===== src/rtl/pkt_codec_pkg.sv =====
package pkt_codec_pkg;
  localparam int PKT_BYTES = 16;
  localparam int PL_BYTES  = 10;
  localparam int ID_BYTES  = 3;
  localparam int CNT_OFS   = 0;
  localparam int ID_OFS    = 1;
  localparam int PL_OFS    = ID_OFS + ID_BYTES;
  localparam int PAD_OFS   = PL_OFS + PL_BYTES;
  localparam int CS_OFS    = PKT_BYTES - 1;
  localparam int IDX_W     = $clog2(PKT_BYTES);
  localparam int PLI_W     = $clog2(PL_BYTES);

  typedef enum logic [1:0] {
    ST_OK      = 2'd0,
    ST_BAD_SUM = 2'd1,
    ST_BAD_CNT = 2'd2,
    ST_UNKNOWN = 2'd3
  } status_e;

  typedef enum logic [2:0] {
    CMD_NONE = 3'd0,
    CMD_FRD  = 3'd1,
    CMD_FWR  = 3'd2,
    CMD_DO_A = 3'd3,
    CMD_DO_B = 3'd4,
    CMD_DO_C = 3'd5,
    CMD_DO_D = 3'd6
  } cmd_e;
endpackage


===== src/rtl/pkt_cmd_decode.sv =====
module pkt_cmd_decode
  import pkt_codec_pkg::*;
(
  input  logic [8*ID_BYTES-1:0] id_i,
  output logic [2:0]            cmd_o,
  output logic                  known_o
);
  localparam int N_DO = 4;

  logic [N_DO-1:0] do_hit;

  for (genvar g = 0; g < N_DO; g++) begin : g_do
    assign do_hit[g] = (id_i == {"GW", 8'("A" + g)});
  end

  always_comb begin
    cmd_o = CMD_NONE;
    if (id_i == "GJR") cmd_o = CMD_FRD;
    if (id_i == "GWJ") cmd_o = CMD_FWR;
    for (int k = 0; k < N_DO; k++)
      if (do_hit[k]) cmd_o = 3'(int'(CMD_DO_A) + k);
  end

  assign known_o = (cmd_o != CMD_NONE);
endmodule


===== src/rtl/pkt_rx_parser.sv =====
module pkt_rx_parser
  import pkt_codec_pkg::*;
(
  input  logic             clk_i,
  input  logic             rst_ni,
  input  logic             valid_i,
  input  logic [7:0]       byte_i,
  output logic             res_valid_o,
  output logic [1:0]       res_status_o,
  output logic [2:0]       res_cmd_o,
  output logic [7:0]       res_count_o,
  output logic             pl_valid_o,
  output logic [7:0]       pl_byte_o,
  output logic [PLI_W-1:0] pl_idx_o
);
  logic [IDX_W-1:0]      idx_q;
  logic [7:0]            sum_q;
  logic [7:0]            cnt_q;
  logic [8*ID_BYTES-1:0] id_q;
  logic [2:0]            cmd;
  logic                  known;
  logic                  last, in_id, in_pl;
  logic [IDX_W-1:0]      pl_rel;

  pkt_cmd_decode u_dec (.id_i(id_q), .cmd_o(cmd), .known_o(known));

  assign last   = (idx_q == IDX_W'(CS_OFS));
  assign in_id  = (idx_q >= IDX_W'(ID_OFS)) && (idx_q < IDX_W'(PL_OFS));
  assign in_pl  = (idx_q >= IDX_W'(PL_OFS)) && (idx_q < IDX_W'(PAD_OFS));
  assign pl_rel = idx_q - IDX_W'(PL_OFS);

  always_ff @(posedge clk_i or negedge rst_ni) begin
    if (!rst_ni) begin
      idx_q        <= '0;
      sum_q        <= '0;
      cnt_q        <= '0;
      id_q         <= '0;
      res_valid_o  <= 1'b0;
      res_status_o <= ST_OK;
      res_cmd_o    <= CMD_NONE;
      res_count_o  <= '0;
      pl_valid_o   <= 1'b0;
      pl_byte_o    <= '0;
      pl_idx_o     <= '0;
    end else begin
      res_valid_o <= 1'b0;
      pl_valid_o  <= 1'b0;
      if (valid_i) begin
        if (last) begin
          idx_q       <= '0;
          sum_q       <= '0;
          res_valid_o <= 1'b1;
          res_cmd_o   <= cmd;
          res_count_o <= cnt_q;
          // fixed priority: checksum, then count, then code
          if (byte_i != sum_q)             res_status_o <= ST_BAD_SUM;
          else if (cnt_q > 8'(PL_BYTES))   res_status_o <= ST_BAD_CNT;
          else if (!known)                 res_status_o <= ST_UNKNOWN;
          else                             res_status_o <= ST_OK;
        end else begin
          idx_q <= idx_q + 1'b1;
          sum_q <= sum_q + byte_i;
        end
        if (idx_q == IDX_W'(CNT_OFS)) cnt_q <= byte_i;
        if (in_id) id_q <= {id_q[8*(ID_BYTES-1)-1:0], byte_i};
        if (in_pl && (8'(pl_rel) < cnt_q)) begin
          pl_valid_o <= 1'b1;
          pl_byte_o  <= byte_i;
          pl_idx_o   <= pl_rel[PLI_W-1:0];
        end
      end
    end
  end
endmodule


===== src/rtl/pkt_tx_builder.sv =====
module pkt_tx_builder
  import pkt_codec_pkg::*;
(
  input  logic                  clk_i,
  input  logic                  rst_ni,
  input  logic                  start_i,
  input  logic [7:0]            count_i,
  input  logic [8*ID_BYTES-1:0] id_i,
  input  logic [8*PL_BYTES-1:0] payload_i,
  output logic                  valid_o,
  output logic [7:0]            byte_o
);
  logic                  busy_q;
  logic [IDX_W-1:0]      idx_q;
  logic [7:0]            sum_q;
  logic [7:0]            cnt_q;
  logic [8*ID_BYTES-1:0] id_q;
  logic [8*PL_BYTES-1:0] pl_q;
  logic [7:0]            cur;

  always_comb begin
    cur = '0;  // pad and unused payload stay zero
    if (idx_q == IDX_W'(CNT_OFS)) cur = cnt_q;
    for (int k = 0; k < ID_BYTES; k++)
      if (idx_q == IDX_W'(ID_OFS + k)) cur = id_q[8*(ID_BYTES-1-k) +: 8];
    for (int k = 0; k < PL_BYTES; k++)
      if (idx_q == IDX_W'(PL_OFS + k) && 8'(k) < cnt_q) cur = pl_q[8*k +: 8];
    if (idx_q == IDX_W'(CS_OFS)) cur = sum_q;
  end

  always_ff @(posedge clk_i or negedge rst_ni) begin
    if (!rst_ni) begin
      busy_q <= 1'b0;
      idx_q  <= '0;
      sum_q  <= '0;
      cnt_q  <= '0;
      id_q   <= '0;
      pl_q   <= '0;
    end else if (!busy_q) begin
      if (start_i) begin
        busy_q <= 1'b1;
        idx_q  <= '0;
        sum_q  <= '0;
        cnt_q  <= count_i;
        id_q   <= id_i;
        pl_q   <= payload_i;
      end
    end else begin
      sum_q <= sum_q + cur;
      if (idx_q == IDX_W'(CS_OFS)) begin
        busy_q <= 1'b0;
        idx_q  <= '0;
      end else begin
        idx_q <= idx_q + 1'b1;
      end
    end
  end

  assign valid_o = busy_q;
  assign byte_o  = cur;
endmodule


===== src/rtl/pkt_codec.sv =====
module pkt_codec
  import pkt_codec_pkg::*;
(
  input  logic        clk_i,
  input  logic        rst_ni,
  input  logic        rx_valid_i,
  input  logic [7:0]  rx_byte_i,
  output logic        res_valid_o,
  output logic [1:0]  res_status_o,
  output logic [2:0]  res_cmd_o,
  output logic [7:0]  res_count_o,
  output logic        pl_valid_o,
  output logic [7:0]  pl_byte_o,
  output logic [3:0]  pl_idx_o,
  input  logic        tx_start_i,
  input  logic [7:0]  tx_count_i,
  input  logic [23:0] tx_id_i,
  input  logic [79:0] tx_payload_i,
  output logic        tx_valid_o,
  output logic [7:0]  tx_byte_o
);
  pkt_rx_parser u_rx (
    .clk_i        (clk_i),
    .rst_ni       (rst_ni),
    .valid_i      (rx_valid_i),
    .byte_i       (rx_byte_i),
    .res_valid_o  (res_valid_o),
    .res_status_o (res_status_o),
    .res_cmd_o    (res_cmd_o),
    .res_count_o  (res_count_o),
    .pl_valid_o   (pl_valid_o),
    .pl_byte_o    (pl_byte_o),
    .pl_idx_o     (pl_idx_o)
  );

  pkt_tx_builder u_tx (
    .clk_i     (clk_i),
    .rst_ni    (rst_ni),
    .start_i   (tx_start_i),
    .count_i   (tx_count_i),
    .id_i      (tx_id_i),
    .payload_i (tx_payload_i),
    .valid_o   (tx_valid_o),
    .byte_o    (tx_byte_o)
  );
endmodule


===== config.mk =====
export PLATFORM = sky130hd
export DESIGN_NAME = pkt_codec
export DESIGN_NICKNAME = d
export VERILOG_FILES = /design/src/rtl/pkt_codec_pkg.sv /design/src/rtl/pkt_cmd_decode.sv /design/src/rtl/pkt_rx_parser.sv /design/src/rtl/pkt_tx_builder.sv /design/src/rtl/pkt_codec.sv
export SDC_FILE = /design/constraint.sdc
export NUM_CORES = 1
export LEC_CHECK = 0
export ABC_CLOCK_PERIOD_IN_PS = 4500
export BUFFER_PORTS_ARGS = -buffer_cell sky130_fd_sc_hd__buf_2
export CELL_PAD_IN_SITES_DETAIL_PLACEMENT = 1
export CELL_PAD_IN_SITES_GLOBAL_PLACEMENT = 1
export CORE_MARGIN = 1.5
export CORE_UTILIZATION = 29
export CTS_CLUSTER_DIAMETER = 100
export DETAILED_ROUTE_END_ITERATION = 6
export HOLD_SLACK_MARGIN = 0.02
export PLACE_DENSITY_LB_ADDON = 0.1
export SETUP_SLACK_MARGIN = 0.02
export SLEW_MARGIN = 40
export SYNTH_ARGS = -nofsm -noshare
export SYNTH_HDL_FRONTEND = slang
export SYNTH_HIERARCHICAL = 1
export SYNTH_SLANG_ARGS = --single-unit

===== constraint.sdc =====
create_clock -name clk_i -period 4.5 [get_ports clk_i]
set_input_delay 0.675 -clock clk_i [delete_from_list [all_inputs] [get_ports clk_i]]
set_output_delay 0.675 -clock clk_i [all_outputs]
set_load 0.005 [all_outputs]

# After elaboration in Yosys (flattened, before gate mapping)
# Cells that the tools add are included.
[classes]
n_mul = 0
div_mod_pow = 0
reduce_logical = 22
n_lt_le_gt_ge = 16
shift = 0
addsub = 5
eq_ne = 22
n_bitwise = 1
muxes = 38
[ops]
columns = ["op", "count"]
rows = [
  ["24-bit by 23-bit == test with 1-bit output (second input constant)", 6],
  ["8-bit 2-to-1 mux", 18],
  ["4-bit == test (second input constant)", 8],
  ["3-bit by 8-bit less-than comparator with 1-bit output (first input constant)", 4],
  ["8-bit adder", 2],
  ["4-bit by 3-bit == test with 1-bit output (second input constant)", 4],
  ["1-bit by 8-bit less-than comparator with 1-bit output (first input constant)", 2],
  ["2-bit by 8-bit less-than comparator with 1-bit output (first input constant)", 2],
  ["4-bit by 8-bit less-than comparator with 1-bit output (first input constant)", 2],
  ["4-bit 2-to-1 mux", 4],
  ["3-bit 2-to-1 mux", 5],
  ["1-bit logical AND", 13],
  ["2-bit AND reduction", 5],
  ["4-bit by 1-bit adder with 4-bit output (second input constant)", 2],
  ["4-bit by 2-bit == test with 1-bit output (second input constant)", 2],
  ["8-bit by 4-bit greater-than comparator with 1-bit output (second input constant)", 1],
  ["4-bit zero test", 2],
  ["4-bit by 8-bit less-than comparator with 1-bit output", 1],
  ["1-bit 2-to-1 mux", 8],
  ["8-bit inequality test", 1],
  ["2-bit 2-to-1 mux", 3],
  ["4-bit by 1-bit == test with 1-bit output (second input constant)", 1],
  ["4-bit by 1-bit >= comparator with 1-bit output (second input constant)", 1],
  ["4-bit by 3-bit >= comparator with 1-bit output (second input constant)", 1],
  ["other kinds (6)", 6],
]
[word_totals]
reg_bits = 196
mem_bits_ro = 0
input_bits = 124
output_inout_bits = 36
latchBits = 0
mem_bits_rw = 0
word_cells = 121
n_memories = 0

# Depth between registers and ports, before layout
[logic_depth]
word_depth = 18
ltp_mapped = 22
depth_no_buf = 21

# Cells and area by module
# The synthesis kept the hierarchy.
[modules_own_cells]
columns = ["module", "seq_area_each_um2", "n_inst", "area_per_inst_um2", "cells_per_inst"]
rows = [
  ["pkt_tx_builder", 3128.0, 1, 6427.4, 784],
  ["pkt_rx_parser", 1776.7, 1, 3160.5, 259],
  ["pkt_cmd_decode", 0.0, 1, 182.7, 27],
]

# Worst setup path after synthesis
# Ideal clock, no wire load.
[synth_timing]
kind = "register to register"
from = "register u_tx.idx_q[1]"
to = "register u_tx.sum_q[7]"
required_time_ps = 4371
n_path_buf = 1
setup_time_ps = 129
path_slack_ps = 178
period_less_slack_ps = 4322
stages_incl_launch_ff = 21
arrival_ps = 4194
cell_sequence = "dfrtp_1 -> inv_1 -> ha_1 -> clkbuf_1 -> nor3b_1 -> a221o_1 -> o211ai_1 -> and3_1 -> o211ai_1 -> o21ai_1 -> a2111oi_0 -> o21a_1 -> ha_1 -> a21o_1 -> a21oi_1 -> o21bai_1 -> a21oi_1 -> o21ai_0 -> o2111a_1 -> nor4_1 -> nand2_1"
[synth_via]
elab_chain_cells = 18
word_cells_on_any_way = 42
cone_classes = "add/sub (1); eq/ne (14); mux (16); reduce/logical (11)"
[synth_rtl]
columns = ["item", "line_no", "text"]
rows = [
  ["from (decl)", "pkt_tx_builder.sv:14", "logic [IDX_W-1:0] idx_q;"],
  ["from (signal assigned)", "pkt_tx_builder.sv:54", "idx_q <= idx_q + 1'b1;"],
  ["4-bit zero test", "pkt_tx_builder.sv:23", "if (idx_q == IDX_W'(CNT_OFS)) cur = cnt_q;"],
  ["8-bit 2-to-1 mux", "pkt_tx_builder.sv:23", ""],
  ["8-bit 2-to-1 mux (3 in series)", "pkt_tx_builder.sv:25", "if (idx_q == IDX_W'(ID_OFS + k)) cur = id_q[8*(ID_BYTES-1-k) +: 8];"],
  ["8-bit 2-to-1 mux (10 in series)", "pkt_tx_builder.sv:27", "if (idx_q == IDX_W'(PL_OFS + k) && 8'(k) < cnt_q) cur = pl_q[8*k +: 8];"],
  ["8-bit 2-to-1 mux *", "pkt_tx_builder.sv:28", "if (idx_q == IDX_W'(CS_OFS)) cur = sum_q;"],
  ["via tx_byte_o[1]", "pkt_codec.sv:20", "output logic [7:0] tx_byte_o"],
  ["8-bit adder *", "pkt_tx_builder.sv:49", "sum_q <= sum_q + cur;"],
  ["8-bit 2-to-1 mux *", "pkt_tx_builder.sv:39", "end else if (!busy_q) begin"],
  ["to (signal assigned)", "pkt_tx_builder.sv:49", ""],
  ["to (decl)", "pkt_tx_builder.sv:15", "logic [7:0] sum_q;"],
]
# Mark *: on every way through the listed nets, which the timed path passes. The rest lies on a longest branch.
# A chain may end at the register's enable or synchronous reset.

# Worst setup path in the final report
[layout_timing]
from = "register u_tx.cnt_q[5]"
to = "register u_tx.sum_q[6]"
[layout_via]
elab_chain_cells = 17
word_cells_on_any_way = 37
cone_classes = "add/sub (1); order compare (10); mux (16); reduce/logical (10)"
[layout_rtl]
columns = ["item", "line_no", "text"]
rows = [
  ["from (decl)", "pkt_tx_builder.sv:16", "logic [7:0] cnt_q;"],
  ["from (signal assigned)", "pkt_tx_builder.sv:44", "cnt_q <= count_i;"],
  ["branches (longest 13 deep; another with 1-bit by 8-bit less-than comparator with 1-bit output)", "-", ""],
  ["8-bit 2-to-1 mux *", "pkt_tx_builder.sv:27", ""],
  ["8-bit 2-to-1 mux *", "pkt_tx_builder.sv:28", ""],
  ["8-bit adder *", "pkt_tx_builder.sv:49", ""],
  ["8-bit 2-to-1 mux *", "pkt_tx_builder.sv:39", ""],
]
# Every way passes the cells marked *.

==> results.txt <==
Congestion Overflow GR - 0
met3 wire len - 1330 um
Initial DRC Count - 356
DR WL/cell - 18.0 um
kind of end point of the critical path - register
sequential area share after synthesis - 50.2%
vias in the first global route - 8,662
TritonCTS clock tree - yes
CP max FO - 13
pre-CTS WS - -0.120 ns
Die Ht - 187 um
Max clock buf depth - 2
Clock Latency Late Sink - 0.44 ns
FFs w/ async S/R, synth - 100%
max-cap viol count - 0
Avg Vias per Cell - 4.82
Final Hold Viols - 0
min cycle time layout - 4.20 ns
CTS H-tree depth - 4
CTS Hold Buffers Added - 0
critical path class - register to register
chip width - 187 um
FF-to-FF setup slack - 0.30 ns
FF+latch count, synth - 196
Crit-path slowest cell - or4_4
Core Rows - 67
DIE AREA - 34,800 um2
crit path DAT - 4.51 ns
CORE AREA - 33,400 um2
max incr delay on CP - 0.60 ns
RSZ-0062 raised after global routing - yes
Leakage Power - 0.00594 uW
DRT Wirelength - 30,500 um
Yosys warning count - 6
leading cell types in the layout, fill and taps excluded - nand2_1 (411), dfrtp_1 (195), buf_2 (158)
largest net degree at the start of global routing - 113
post-synth cell types - 72
crit start category - register
Fill cells - 3,959
DRC Markers - 0
TritonRoute pass-1 iters - 5
setup ws final - 0.297 ns
Slew headroom - 50.8%
synthesized cell area - 9770 um2
Final GP Congestion - 0.801
share of layout cells above drive strength 1 - 24.2%
CP Cell Sequence - or4_4, buf_12, o311ai_1, buf_4, o21ai_0, or4_1, o21ai_1, ha_1, inv_1, fa_1, inv_1, a21oi_1, o21bai_1, a21o_1, a21oi_1, xnor2_1, nand2_1, o21ai_0
Starting Density - 29.3%
post-synth net total - 1,222
max frequency - 238 MHz
average size of a mapped cell - 9.13 um2
post-DP HPWL - 22,700 um
pwr dens - 770 nW/um2
nets - 1,383
Setup Skew - 0.0135 ns
CTS sink count - 196
VDD IR max - 0.299 mV
Worst Hold Class - input port to asynchronous set/reset pin
GRT Total Usage - 17.9%
Syn Inst Count - 1,070
met1 WL - 13,500 um
area grow syn2layout - 22.1%
WP data required - 4.81 ns
final period utilization - 93.4%
# IOs - 160
Post-synth EDFFs - 0
root buffer cell - clkbuf_16
Multi-input gate area - 4580 um2
antenna violations before repair - 6
Port Buffers - 159
CTS buffer count - 17
Via Count - 8,178
outcome - finished clean
DR WL met2 - 15,300 um
Clk pin slew, worst setup/hold paths - 0.08 ns
Main synth FF type - dfrtp_1
most common cell after layout, fill and taps aside - nand2_1
sequential cell area - 4910 um2
post-route ant nets - 0
highest routed layer - met5
Slew Limit Fails - 0
first-pass GRT wire length - 48,500 um
Worst Tran Pin Value - 0.735 ns
Final Util - 35.7%
final setup violation count - 0
## report_power, final
part | switching (uW) | total, uW | internal, uW
clock | 775 | 1570 | 795
combinational | 2370 | 4300 | 1930
sequential | 710 | 3310 | 2600
## flip-flops by register name (all words and copies together), names as in the netlist
signal / count
u_rx/id_q: 24
u_rx/cnt_q: 8
u_rx/pl_byte_o: 8
u_rx/res_count_o: 8
u_rx/res_status_o: 2
u_tx/id_q: 24
u_rx/res_cmd_o: 3
u_tx/idx_q: 4
u_rx/res_valid_o: 1
u_rx/pl_valid_o: 1
u_tx/pl_q: 80
u_rx/sum_q: 8
u_tx/cnt_q: 8
u_rx/idx_q: 4
u_tx/valid_o: 1
u_tx/sum_q: 8
u_rx/pl_idx_o: 4
## routing by layer
metal,vias to the layer above,global-route usage (%)
met5,-,0
met3,27,3.71
met4,6,4.03
li1,3950,-
met1,4067,23.0
met2,128,30.9
## kinds of logic after synthesis
group	count (synthesis)	synth area share, %
AOI/OAI and AO/OA	180	13.3
adders and majority gates	28	3.74
buffers and inverters	86	3.57
muxes	45	5.51
DFF	196	50.2
xor gates and xnor gates	12	1.08
and+or+nand+nor	523	22.6
## cell type report
type	instances	area share [%]
diodes	3	0.0630
clock buffers	18	3.60
clock inverters	14	1.37
inverters	30	0.944
multi-input cells	788	38.4
flip-flops and latches	196	41.1
well taps	448	4.70
repair buffers	198	9.78
## synthesized netlist by cell type, drive strengths merged (15+ instances only)
master	number	share of area (%)
nand2	411	16
dfrtp	196	50
o21ai	47	2.4
clkbuf	46	1.8
mux2	43	5.3
inv	30	1.2
nor2	27	1.1
a21oi	26	1.3
ha	26	3.3
o211ai	19	1.7
nand3	17	0.87
nor3	15	0.77
## worst max-delay path, delay by kind of cell, from the launching register on
kind            cells  cell delay, ns
compound gates      8            1.16
buf+inv             4            0.55
xor+xnor            1            0.13
flops               1            0.41
simple gates        3            1.20
fa+ha+maj           2            0.62
## path summary, 6_finish.rpt
check                                    startpoint                  end  depth (start not counted)
worst min register to register  u_rx/res_count_o[0]  u_rx/res_count_o[0]                          2
max in group asynchronous                    rst_ni         u_tx/id_q[2]                          2
worst max register to register        u_tx/cnt_q[5]        u_tx/sum_q[6]                         18
min in group clk_i                 tx_payload_i[67]        u_tx/pl_q[67]                          3
worst min-delay path                         rst_ni        u_tx/id_q[13]                          1
worst max-delay path                  u_tx/cnt_q[5]        u_tx/sum_q[6]                         18
## repair_timing
item                       CTS  global route
pin swaps                    0             2
buffers inserted             0             1
setup endpoints to repair    1             1
resized for setup            3             7
## metrics by stage
stage / hold slack [ns] / std cells / instance area (um2) / setup TNS, ns / power [uW]
floorplan: 0.379 / 1070 / 9770 / 0 / 6000
global placement: 0.456 / 1657 / 11200 / 0 / 7470
detailed placement: 0.462 / 1659 / 11300 / -0.120 / 7580
CTS: 0.217 / 1691 / 11900 / 0 / 9250
global route: 0.238 / 1692 / 11900 / 0 / 9960
finish: 0.183 / 1695 / 11900 / 0 / 9180
(Power assumes the default switching activity.)
